--- config.mk ---
export PLATFORM = sky130hd
export DESIGN_NAME = stack_seq
export DESIGN_NICKNAME = d
export VERILOG_FILES = /design/src/rtl/stack_seq_pkg.sv /design/src/rtl/stack_seq_step.sv /design/src/rtl/stack_seq.sv
export SDC_FILE = /design/constraint.sdc
export NUM_CORES = 1
export LEC_CHECK = 0
export BUFFER_PORTS_ARGS = -buffer_cell sky130_fd_sc_hd__clkbuf_2
export CORE_UTILIZATION = 30
export DETAILED_ROUTE_END_ITERATION = 8
export PLACE_DENSITY = 0.58
export SLEW_MARGIN = 20
export SYNTH_ARGS = -nofsm -noshare
export SYNTH_HDL_FRONTEND = slang
export SYNTH_SLANG_ARGS = --single-unit
--- constraint.sdc ---
create_clock -name clk -period 2.68 [get_ports clk]
set_clock_uncertainty 0.1 [all_clocks]
set_input_delay 0.67 -clock clk [delete_from_list [all_inputs] [get_ports clk]]
set_output_delay 0.67 -clock clk [all_outputs]
set_load 0.05 [all_outputs]
--- src/rtl/stack_seq_pkg.sv ---
package stack_seq_pkg;

    typedef enum logic [2:0] {
        OP_CALL  = 3'd0,
        OP_RET   = 3'd1,
        OP_BRK   = 3'd2,
        OP_RTI   = 3'd3,
        OP_PUSHA = 3'd4,
        OP_PULLA = 3'd5,
        OP_PUSHS = 3'd6,
        OP_PULLS = 3'd7
    } seq_op_e;

    typedef enum logic [2:0] {
        DST_NONE,
        DST_LO,
        DST_HI,
        DST_ST,
        DST_ACC
    } dst_e;

    typedef enum logic [1:0] {
        SP_HOLD,
        SP_DEC,
        SP_INC
    } sp_mode_e;

    localparam int FLAG_N = 7;
    localparam int FLAG_B = 4;
    localparam int FLAG_I = 2;
    localparam int FLAG_Z = 1;

    localparam int MAX_STEPS = 5;
    localparam int STEP_W    = $clog2(MAX_STEPS);

    typedef struct packed {
        logic        we;
        sp_mode_e    sp_mode;
        logic [15:0] addr;
        logic [7:0]  wdata;
        dst_e        dst;
        logic        last;
    } access_t;

endpackage

--- src/rtl/stack_seq_step.sv ---
module stack_seq_step
    import stack_seq_pkg::*;
#(
    parameter logic [7:0]  PAGE     = 8'h01,
    parameter logic [15:0] VEC_ADDR = 16'hFFFE
) (
    input  seq_op_e            op,
    input  logic [STEP_W-1:0]  step,
    input  logic [7:0]         sp,
    input  logic [15:0]        pc,
    input  logic [7:0]         st,
    input  logic [7:0]         acc,
    output access_t            acc_o
);

    localparam logic [15:0] VEC_HI_ADDR = VEC_ADDR + 16'd1;

    logic [15:0] ret_addr;
    logic [15:0] push_addr;
    logic [15:0] pull_addr;

    assign ret_addr  = pc + 16'd2;
    assign push_addr = {PAGE, sp};
    assign pull_addr = {PAGE, 8'(sp + 8'd1)};

    function automatic access_t f_push(input logic [15:0] ad, input logic [7:0] d,
                                       input logic lst);
        access_t a;
        a.we      = 1'b1;
        a.sp_mode = SP_DEC;
        a.addr    = ad;
        a.wdata   = d;
        a.dst     = DST_NONE;
        a.last    = lst;
        return a;
    endfunction

    function automatic access_t f_read(input logic [15:0] ad, input sp_mode_e m,
                                       input dst_e dt, input logic lst);
        access_t a;
        a.we      = 1'b0;
        a.sp_mode = m;
        a.addr    = ad;
        a.wdata   = 8'h00;
        a.dst     = dt;
        a.last    = lst;
        return a;
    endfunction

    always_comb begin
        acc_o = '0;
        unique case (op)
            OP_CALL: begin
                if (step == 0) acc_o = f_push(push_addr, ret_addr[15:8], 1'b0);
                else           acc_o = f_push(push_addr, ret_addr[7:0], 1'b1);
            end
            OP_RET: begin
                if (step == 0) acc_o = f_read(pull_addr, SP_INC, DST_LO, 1'b0);
                else           acc_o = f_read(pull_addr, SP_INC, DST_HI, 1'b1);
            end
            OP_BRK: begin
                case (step)
                    STEP_W'(0): acc_o = f_push(push_addr, ret_addr[15:8], 1'b0);
                    STEP_W'(1): acc_o = f_push(push_addr, ret_addr[7:0], 1'b0);
                    STEP_W'(2): acc_o = f_push(push_addr, st | (8'h01 << FLAG_B), 1'b0);
                    STEP_W'(3): acc_o = f_read(VEC_ADDR, SP_HOLD, DST_LO, 1'b0);
                    default:    acc_o = f_read(VEC_HI_ADDR, SP_HOLD, DST_HI, 1'b1);
                endcase
            end
            OP_RTI: begin
                case (step)
                    STEP_W'(0): acc_o = f_read(pull_addr, SP_INC, DST_ST, 1'b0);
                    STEP_W'(1): acc_o = f_read(pull_addr, SP_INC, DST_LO, 1'b0);
                    default:    acc_o = f_read(pull_addr, SP_INC, DST_HI, 1'b1);
                endcase
            end
            OP_PUSHA: acc_o = f_push(push_addr, acc, 1'b1);
            OP_PULLA: acc_o = f_read(pull_addr, SP_INC, DST_ACC, 1'b1);
            OP_PUSHS: acc_o = f_push(push_addr, st & ~(8'h01 << FLAG_B), 1'b1);
            default:  acc_o = f_read(pull_addr, SP_INC, DST_ST, 1'b1);
        endcase
    end

endmodule

--- src/rtl/stack_seq.sv ---
module stack_seq
    import stack_seq_pkg::*;
#(
    parameter logic [7:0]  PAGE     = 8'h01,
    parameter logic [15:0] VEC_ADDR = 16'hFFFE,
    parameter logic [7:0]  SP_RESET = 8'hFF
) (
    input  logic        clk,
    input  logic        rst_n,
    input  logic        start,
    input  logic [2:0]  op,
    input  logic [15:0] pc_in,
    input  logic [7:0]  status_in,
    input  logic [7:0]  acc_in,
    input  logic [15:0] target_in,
    output logic        mem_req,
    output logic        mem_we,
    output logic [15:0] mem_addr,
    output logic [7:0]  mem_wdata,
    input  logic [7:0]  mem_rdata,
    input  logic        mem_ready,
    output logic [15:0] pc_out,
    output logic [7:0]  status_out,
    output logic [7:0]  acc_out,
    output logic [7:0]  sp_out,
    output logic        busy,
    output logic        done
);

    typedef struct packed {
        logic              busy;
        seq_op_e           op;
        logic [STEP_W-1:0] step;
        logic [7:0]        sp;
        logic [15:0]       ctx_pc;
        logic [7:0]        ctx_st;
        logic [7:0]        ctx_acc;
        logic [7:0]        lo;
        logic [15:0]       res_pc;
        logic [7:0]        res_st;
        logic [7:0]        res_acc;
        logic              done;
    } state_t;

    localparam state_t RESET_STATE = '{
        busy: 1'b0, op: OP_CALL, step: '0, sp: SP_RESET,
        ctx_pc: '0, ctx_st: '0, ctx_acc: '0, lo: '0,
        res_pc: '0, res_st: '0, res_acc: '0, done: 1'b0
    };

    localparam logic [7:0] B_MASK = 8'h01 << FLAG_B;
    localparam logic [7:0] I_MASK = 8'h01 << FLAG_I;

    state_t  st_q, st_d;
    access_t cur;
    seq_op_e op_sel;

    assign op_sel = seq_op_e'(op);

    stack_seq_step #(
        .PAGE     (PAGE),
        .VEC_ADDR (VEC_ADDR)
    ) u_step (
        .op    (st_q.op),
        .step  (st_q.step),
        .sp    (st_q.sp),
        .pc    (st_q.ctx_pc),
        .st    (st_q.ctx_st),
        .acc   (st_q.ctx_acc),
        .acc_o (cur)
    );

    always_comb begin
        st_d      = st_q;
        st_d.done = 1'b0;
        if (!st_q.busy) begin
            if (start) begin
                st_d.busy    = 1'b1;
                st_d.op      = op_sel;
                st_d.step    = '0;
                st_d.ctx_pc  = pc_in;
                st_d.ctx_st  = status_in;
                st_d.ctx_acc = acc_in;
                st_d.res_pc  = (op_sel == OP_CALL) ? target_in : pc_in;
                st_d.res_st  = (op_sel == OP_BRK) ? (status_in | B_MASK | I_MASK) : status_in;
                st_d.res_acc = acc_in;
            end
        end else if (mem_ready) begin
            case (cur.sp_mode)
                SP_DEC:  st_d.sp = st_q.sp - 8'd1;
                SP_INC:  st_d.sp = st_q.sp + 8'd1;
                default: st_d.sp = st_q.sp;
            endcase
            case (cur.dst)
                DST_LO:  st_d.lo = mem_rdata;
                DST_HI:  st_d.res_pc = {mem_rdata, st_q.lo} + ((st_q.op == OP_RET) ? 16'd1 : 16'd0);
                DST_ST:  st_d.res_st = (st_q.op == OP_PULLS) ? (mem_rdata & ~B_MASK) : mem_rdata;
                DST_ACC: begin
                    st_d.res_acc        = mem_rdata;
                    st_d.res_st[FLAG_N] = mem_rdata[7];
                    st_d.res_st[FLAG_Z] = (mem_rdata == 8'h00);
                end
                default: ;
            endcase
            if (cur.last) begin
                st_d.busy = 1'b0;
                st_d.done = 1'b1;
            end else begin
                st_d.step = st_q.step + STEP_W'(1);
            end
        end
    end

    always_ff @(posedge clk) begin
        if (!rst_n) st_q <= RESET_STATE;
        else        st_q <= st_d;
    end

    assign mem_req    = st_q.busy;
    assign mem_we     = st_q.busy & cur.we;
    assign mem_addr   = st_q.busy ? cur.addr : 16'h0000;
    assign mem_wdata  = st_q.busy ? cur.wdata : 8'h00;
    assign pc_out     = st_q.res_pc;
    assign status_out = st_q.res_st;
    assign acc_out    = st_q.res_acc;
    assign sp_out     = st_q.sp;
    assign busy       = st_q.busy;
    assign done       = st_q.done;


    push_addr_chk: assert property (@(posedge clk) disable iff (!rst_n)
        mem_req && mem_we |-> mem_addr == {PAGE, sp_out});


    push_dec_chk: assert property (@(posedge clk) disable iff (!rst_n)
        mem_req && mem_ready && mem_we |=> sp_out == 8'($past(sp_out) - 8'd1));


    pull_inc_chk: assert property (@(posedge clk) disable iff (!rst_n)
        mem_req && mem_ready && !mem_we && (mem_addr[15:8] == PAGE)
        |=> sp_out == 8'($past(sp_out) + 8'd1));


    hold_req_chk: assert property (@(posedge clk) disable iff (!rst_n)
        mem_req && !mem_ready |=> mem_req && $stable(mem_addr) && $stable(mem_we)
                                  && $stable(mem_wdata));


    done_pulse_chk: assert property (@(posedge clk) disable iff (!rst_n)
        done |=> !done);


    vector_rd_chk: assert property (@(posedge clk) disable iff (!rst_n)
        mem_req && (mem_addr[15:1] == VEC_ADDR[15:1]) |-> !mem_we && st_q.op == OP_BRK);


    busy_ignore_chk: assert property (@(posedge clk) disable iff (!rst_n)
        busy && start && !mem_ready |=> busy && st_q.op == $past(st_q.op)
                                        && st_q.step == $past(st_q.step));

endmodule

* Word level (Yosys, flattened, before mapping)
Cells that the tools add are included.
Word-level totals: logic and storage cells 87, flip-flop bits (word level) 88, output and inout bits 68
Operators by class: add/subtract/negate cells 5, multiplexer cells 29, reductions and logical operators 15, bitwise gates (word level) 2, eq/ne operators 23
Operator list (count):
- $pmux 31 s7 | 1
- $pmux 31 s4 | 1
- $mux 32 | 2
- $mux 16 | 3
- $mux 33 | 1
- $reduce_and 3->1 | 8
- $eq 3x2->1 const B | 7
- $add 16x1->16 | 1
- $add 16x2->16 const B | 1
- $mux 8 | 2
- $pmux 8 s2 | 1
- $eq 3x3->1 const B | 5
- $mux 5 | 3
- $mux 12 | 1
- $mux 11 | 1
- $eq 3x1->1 const B | 3
- $logic_not 3->1 | 3
- $mux 3 | 3
- $add 8x1->8 const B | 1
- $logic_not 8->1 | 1
- $sub 8x1->8 const B | 1
- $mux 7 | 1
- $mux 1 | 6
- $ne 2x1->1 const B | 3
- other kinds (11) | 14

* Depth between registers and ports, before layout
word-level depth 7, gate-level depth with buffers 13, mapped depth without buffers 11

* By module
From an unflattened synthesis, not the netlist that was laid out.
Unflattened totals: cells, all modules 725, area total of the unflattened synthesis 5753.0 um^2
By module, submodules not included:
- stack_seq | cells each 566, times used 1, area an instance 4777.1 um^2
- stack_seq_step | cells each 159, times used 1, area an instance 975.9 um^2

* Worst setup path before layout
Ideal clock, no wire load.
path kind flip-flop to output port, start register st_q[81] (netlist name), end output port mem_wdata[5], setup slack -726 ps, arrival time 2636 ps, stages on the path, launching flop included 7, buffers on the path 0, cells stage by stage dfxtp_1 inv_1 ha_1 nand2b_1 nor3_1 a311oi_1 nor3_1
On the way: cells in the longest elaborated chain, start to end 4
RTL lines:
- start, declared | line stack_seq.sv:54 | state_t st_q, st_d;
- start signal, assigned | line stack_seq.sv:116 | else st_q <= st_d;
- $eq 3x2->1, or another cell as far along | line stack_seq_step.sv:62 | case (step)
- $pmux 31 s4 or $mux 12 (tied branches) | line stack_seq_step.sv:62, stack_seq_step.sv:54
- $pmux 31 s7 * | line stack_seq_step.sv:52 | unique case (op)
- $mux 8 * | line stack_seq.sv:122 | assign mem_wdata = st_q.busy ? cur.wdata : 8'h00;
- end, declared | line stack_seq.sv:19 | output logic [7:0] mem_wdata,
Mark *: on every way between the ends. The rest lies on a longest branch, timed or not.

* Final worst setup path
start register st_q[81] (netlist name), end output port mem_wdata[0]
Same word-level chain as after synthesis.

==> summary.txt <==
Status
  • Status: finished, violations left
  • Failing checks: setup timing

Floorplan
  • Die Span X: 141 um
  • Die Ht: 141 um
  • Starting Density: 0.308
  • I/O pin cnt: 131
  • Num rows: 50
  • Core footprint: 18800 um^2
  • DIE AREA: 19800 um^2

Clock tree
  • Clk root buf: clkbuf_16
  • CTS sink cnt: 87
  • Clk_lat worst skew: 0.36 ns
  • Max Buffers Root-to-Sink: 2
  • CTS H-tree depth: 3
  • Hold buffers post-CTS: 0
  • Cts bufs inserted: 9
  • CTS tree: done
  • Reg clk slew, reported paths: 0.07 ns

STA
  • Max Transition Viols Final: 0
  • TNS Setup: -4.86 ns
  • Final WS setup: -0.408 ns
  • Fin crit share: 1.15
  • Worst hold slack: 0.359 ns
  • Setup violators final: 24
  • RSZ-0062 raised after global routing: true
  • Worst-margin pin slew: 0.707 ns
  • Min Tclk post-route: 3.09 ns
  • Relative slew slack: 0.528
  • Final hold vios: 0
  • Fmax: 324 MHz

GRT
  • Antenna violations before repair: 0
  • Congestion Overflow GR: 0
  • Global-route wire length before repair: 29.5 mm
  • Vias in the first global route: 5302
  • Aggregate global-route resource usage: 0.192
  • Pin count of the biggest net entering global routing: 42

Min path
  • Hold Path Cell Cnt: 2
  • Hold Crit Class: reg2reg
  • Hold Path End: pc_out[10]
  • Hold Path Origin: pc_out[10]

Route
  • Vias per std cell: 5.14
  • Residual DRC: 0
  • Routed length per instance: 17.2 um
  • Routed WL: 19.3 mm
  • Drt pass-1 iters: 5
  • Iteration-0 DRC Markers: 489
  • Final antenna-violating net count: 0
  • Vias post-DR: 5797

Setup path
  • Crit-path cells: inv_4 -> ha_4 -> or3_4 -> o2111a_2 -> buf_6 -> a221oi_4 -> a21oi_4 -> buf_8
  • CP Capture Type: output pin
  • Reg2Reg Depth: 10
  • Worst-path maximum fanout: 6
  • Max incr delay on CP: 0.38 ns
  • Critical Path AT: 2.32 ns
  • Slowest-stage cell, CP: or3_4
  • R2R Path End: pc_out[12]
  • Reg2Reg Launch Point: st_q[81]
  • Worst EP required: 1.91 ns
  • Critical path class: reg2out
  • CP Launch Type: register
  • Reg2Reg Setup Slack: 0.14 ns

Yosys
  • Flops & latches, synth: 87
  • Syn. warnings: 0
  • Synth Instances: 767
  • Yosys cell types: 66
  • Synth async-reset ratio: 0
  • Mapped Area: 5770 um^2
  • Mapped Nets: 841
  • Dominant register cell in the synthesized netlist: dfxtp_1
  • Number of enable flip-flop cells after synthesis: 0
  • Seq/Total Area, Yosys: 0.302
  • Avg Inst Size Synth: 7.53 um^2

Final layout
  • Antenna cells: 0
  • Most frequent cells in the layout: nand2_1, clkbuf_2, dfxtp_1, buf_4, a21oi_1
  • Nets: 962
  • Layout cells sized above 1: 0.326
  • Non-filler instance count after layout: 1127
  • Area growth syn-to-layout: 35.7%
  • Commonest non-fill, non-tap cell in the layout: nand2_1

Power
  • Final Total Pwr: 0.00369 W
  • P per Cell Area: 471 nW/um^2
  • Lkg Pwr: 3.13 nW
  • Peak supply drop: 0.345 mV

Place
  • GPL Wtd Cong: 0.876
  • Final HPWL DP: 14.7 mm
  • Inst Count DP: 1097
  • # port buffers: 130
  • Placement Setup Slack: -0.191 ns

Flow run
  • Max_cap viols: 0
-- power by group --
| part | switching (W) | internal (W) |
|---|---|---|
| logic | 0.000659 | 0.000375 |
| registers | 0.0000572 | 0.00137 |
| clock network | 0.000573 | 0.000659 |
-- state kept, by name, summed over array words and instances (netlist names) --
register,flops
busy,1
done,1
sp_out,8
pc_out,16
acc_out,8
status_out,8
st_q,45
-- critical path, delay by kind of cell, from the launching register on --
| kind | cells | cell delay (ns) |
|---|---|---|
| and+or+nand+nor | 1 | 0.38 |
| buffers and inverters | 3 | 0.36 |
| adders and majority gates | 1 | 0.15 |
| AOI/OAI and AO/OA | 3 | 0.71 |
| DFF | 1 | 0.37 |
-- final cells by class --
class | instances | area [um^2]
fillers | 1910 | 10900
multi-input cells | 556 | 3750
flip-flops and latches | 87 | 1750
repair buffers | 209 | 1670
well taps | 234 | 293
clock buffers | 12 | 246
inverters | 25 | 96.3
clock inverters | 4 | 30.0
-- layer usage --
metal | wire length (um) | up-vias | global-route usage | part of all wire
met5 | 0 | - | 0 | 0
met4 | 194 | 0 | 0.0475 | 0.010
met3 | 1050 | 13 | 0.0350 | 0.054
met2 | 8830 | 167 | 0.295 | 0.46
met1 | 9270 | 2728 | 0.274 | 0.48
li1 | - | 2889 | - | -
-- worst max-delay path by stage --
stage	to	startpoint	slack, ns	depth (start not counted)
2_1_floorplan	mem_wdata[5]	st_q[81]	-0.05	6
5_1_grt	mem_wdata[2]	st_q[81]	-0.48	8
3_5_place_dp	mem_wdata[6]	st_q[81]	-0.19	8
6_report	mem_wdata[0]	st_q[81]	-0.41	8
3_3_place_gp	mem_wdata[6]	st_q[81]	-0.14	8
4_1_cts	mem_wdata[5]	st_q[81]	-0.37	8
-- repair_timing --
item	in CTS	in global routing
pin swaps	10	19
gates resized for setup	65	51
endpoints found under the setup margin	34	32
setup buffers	4	11
-- cell usage after synthesis (6+ instances only) --
cell type,instances,share of area
nor4_1,9,0.0098
xnor2_1,12,0.018
nor2_1,41,0.027
xor2_1,15,0.023
mux2i_1,44,0.076
buf_4,48,0.062
nand2b_1,7,0.0076
dfxtp_1,87,0.30
ha_1,11,0.024
o21ai_0,36,0.031
a311oi_1,10,0.015
clkbuf_1,39,0.025
nor3_1,13,0.011
inv_1,24,0.016
nand4_1,10,0.011
a21oi_1,71,0.062
nand3_1,27,0.023
o211ai_1,6,0.0078
nand2_1,156,0.10
or3_1,8,0.0087
buf_2,8,0.0069
-- stage by stage --
stage	area (um^2)	utilization
global route	7830	0.417
CTS	7530	0.401
floorplan	5990	-
finish	7830	0.417
detailed placement	6920	0.369
global placement	6920	0.369
-- logic make-up after synthesis --
kind of cell / after synthesis / share of synthesized area
multiplexers: 49 / 0.0860
buffers and inverters: 124 / 0.116
AND/OR/NAND/NOR: 292 / 0.228
XOR/XNOR: 27 / 0.0410
adder cells (fa/ha/maj): 11 / 0.0238
flip-flops: 87 / 0.302
AO/OA/AOI/OAI: 177 / 0.203
Note: power is estimated with default switching activity, not from simulation.
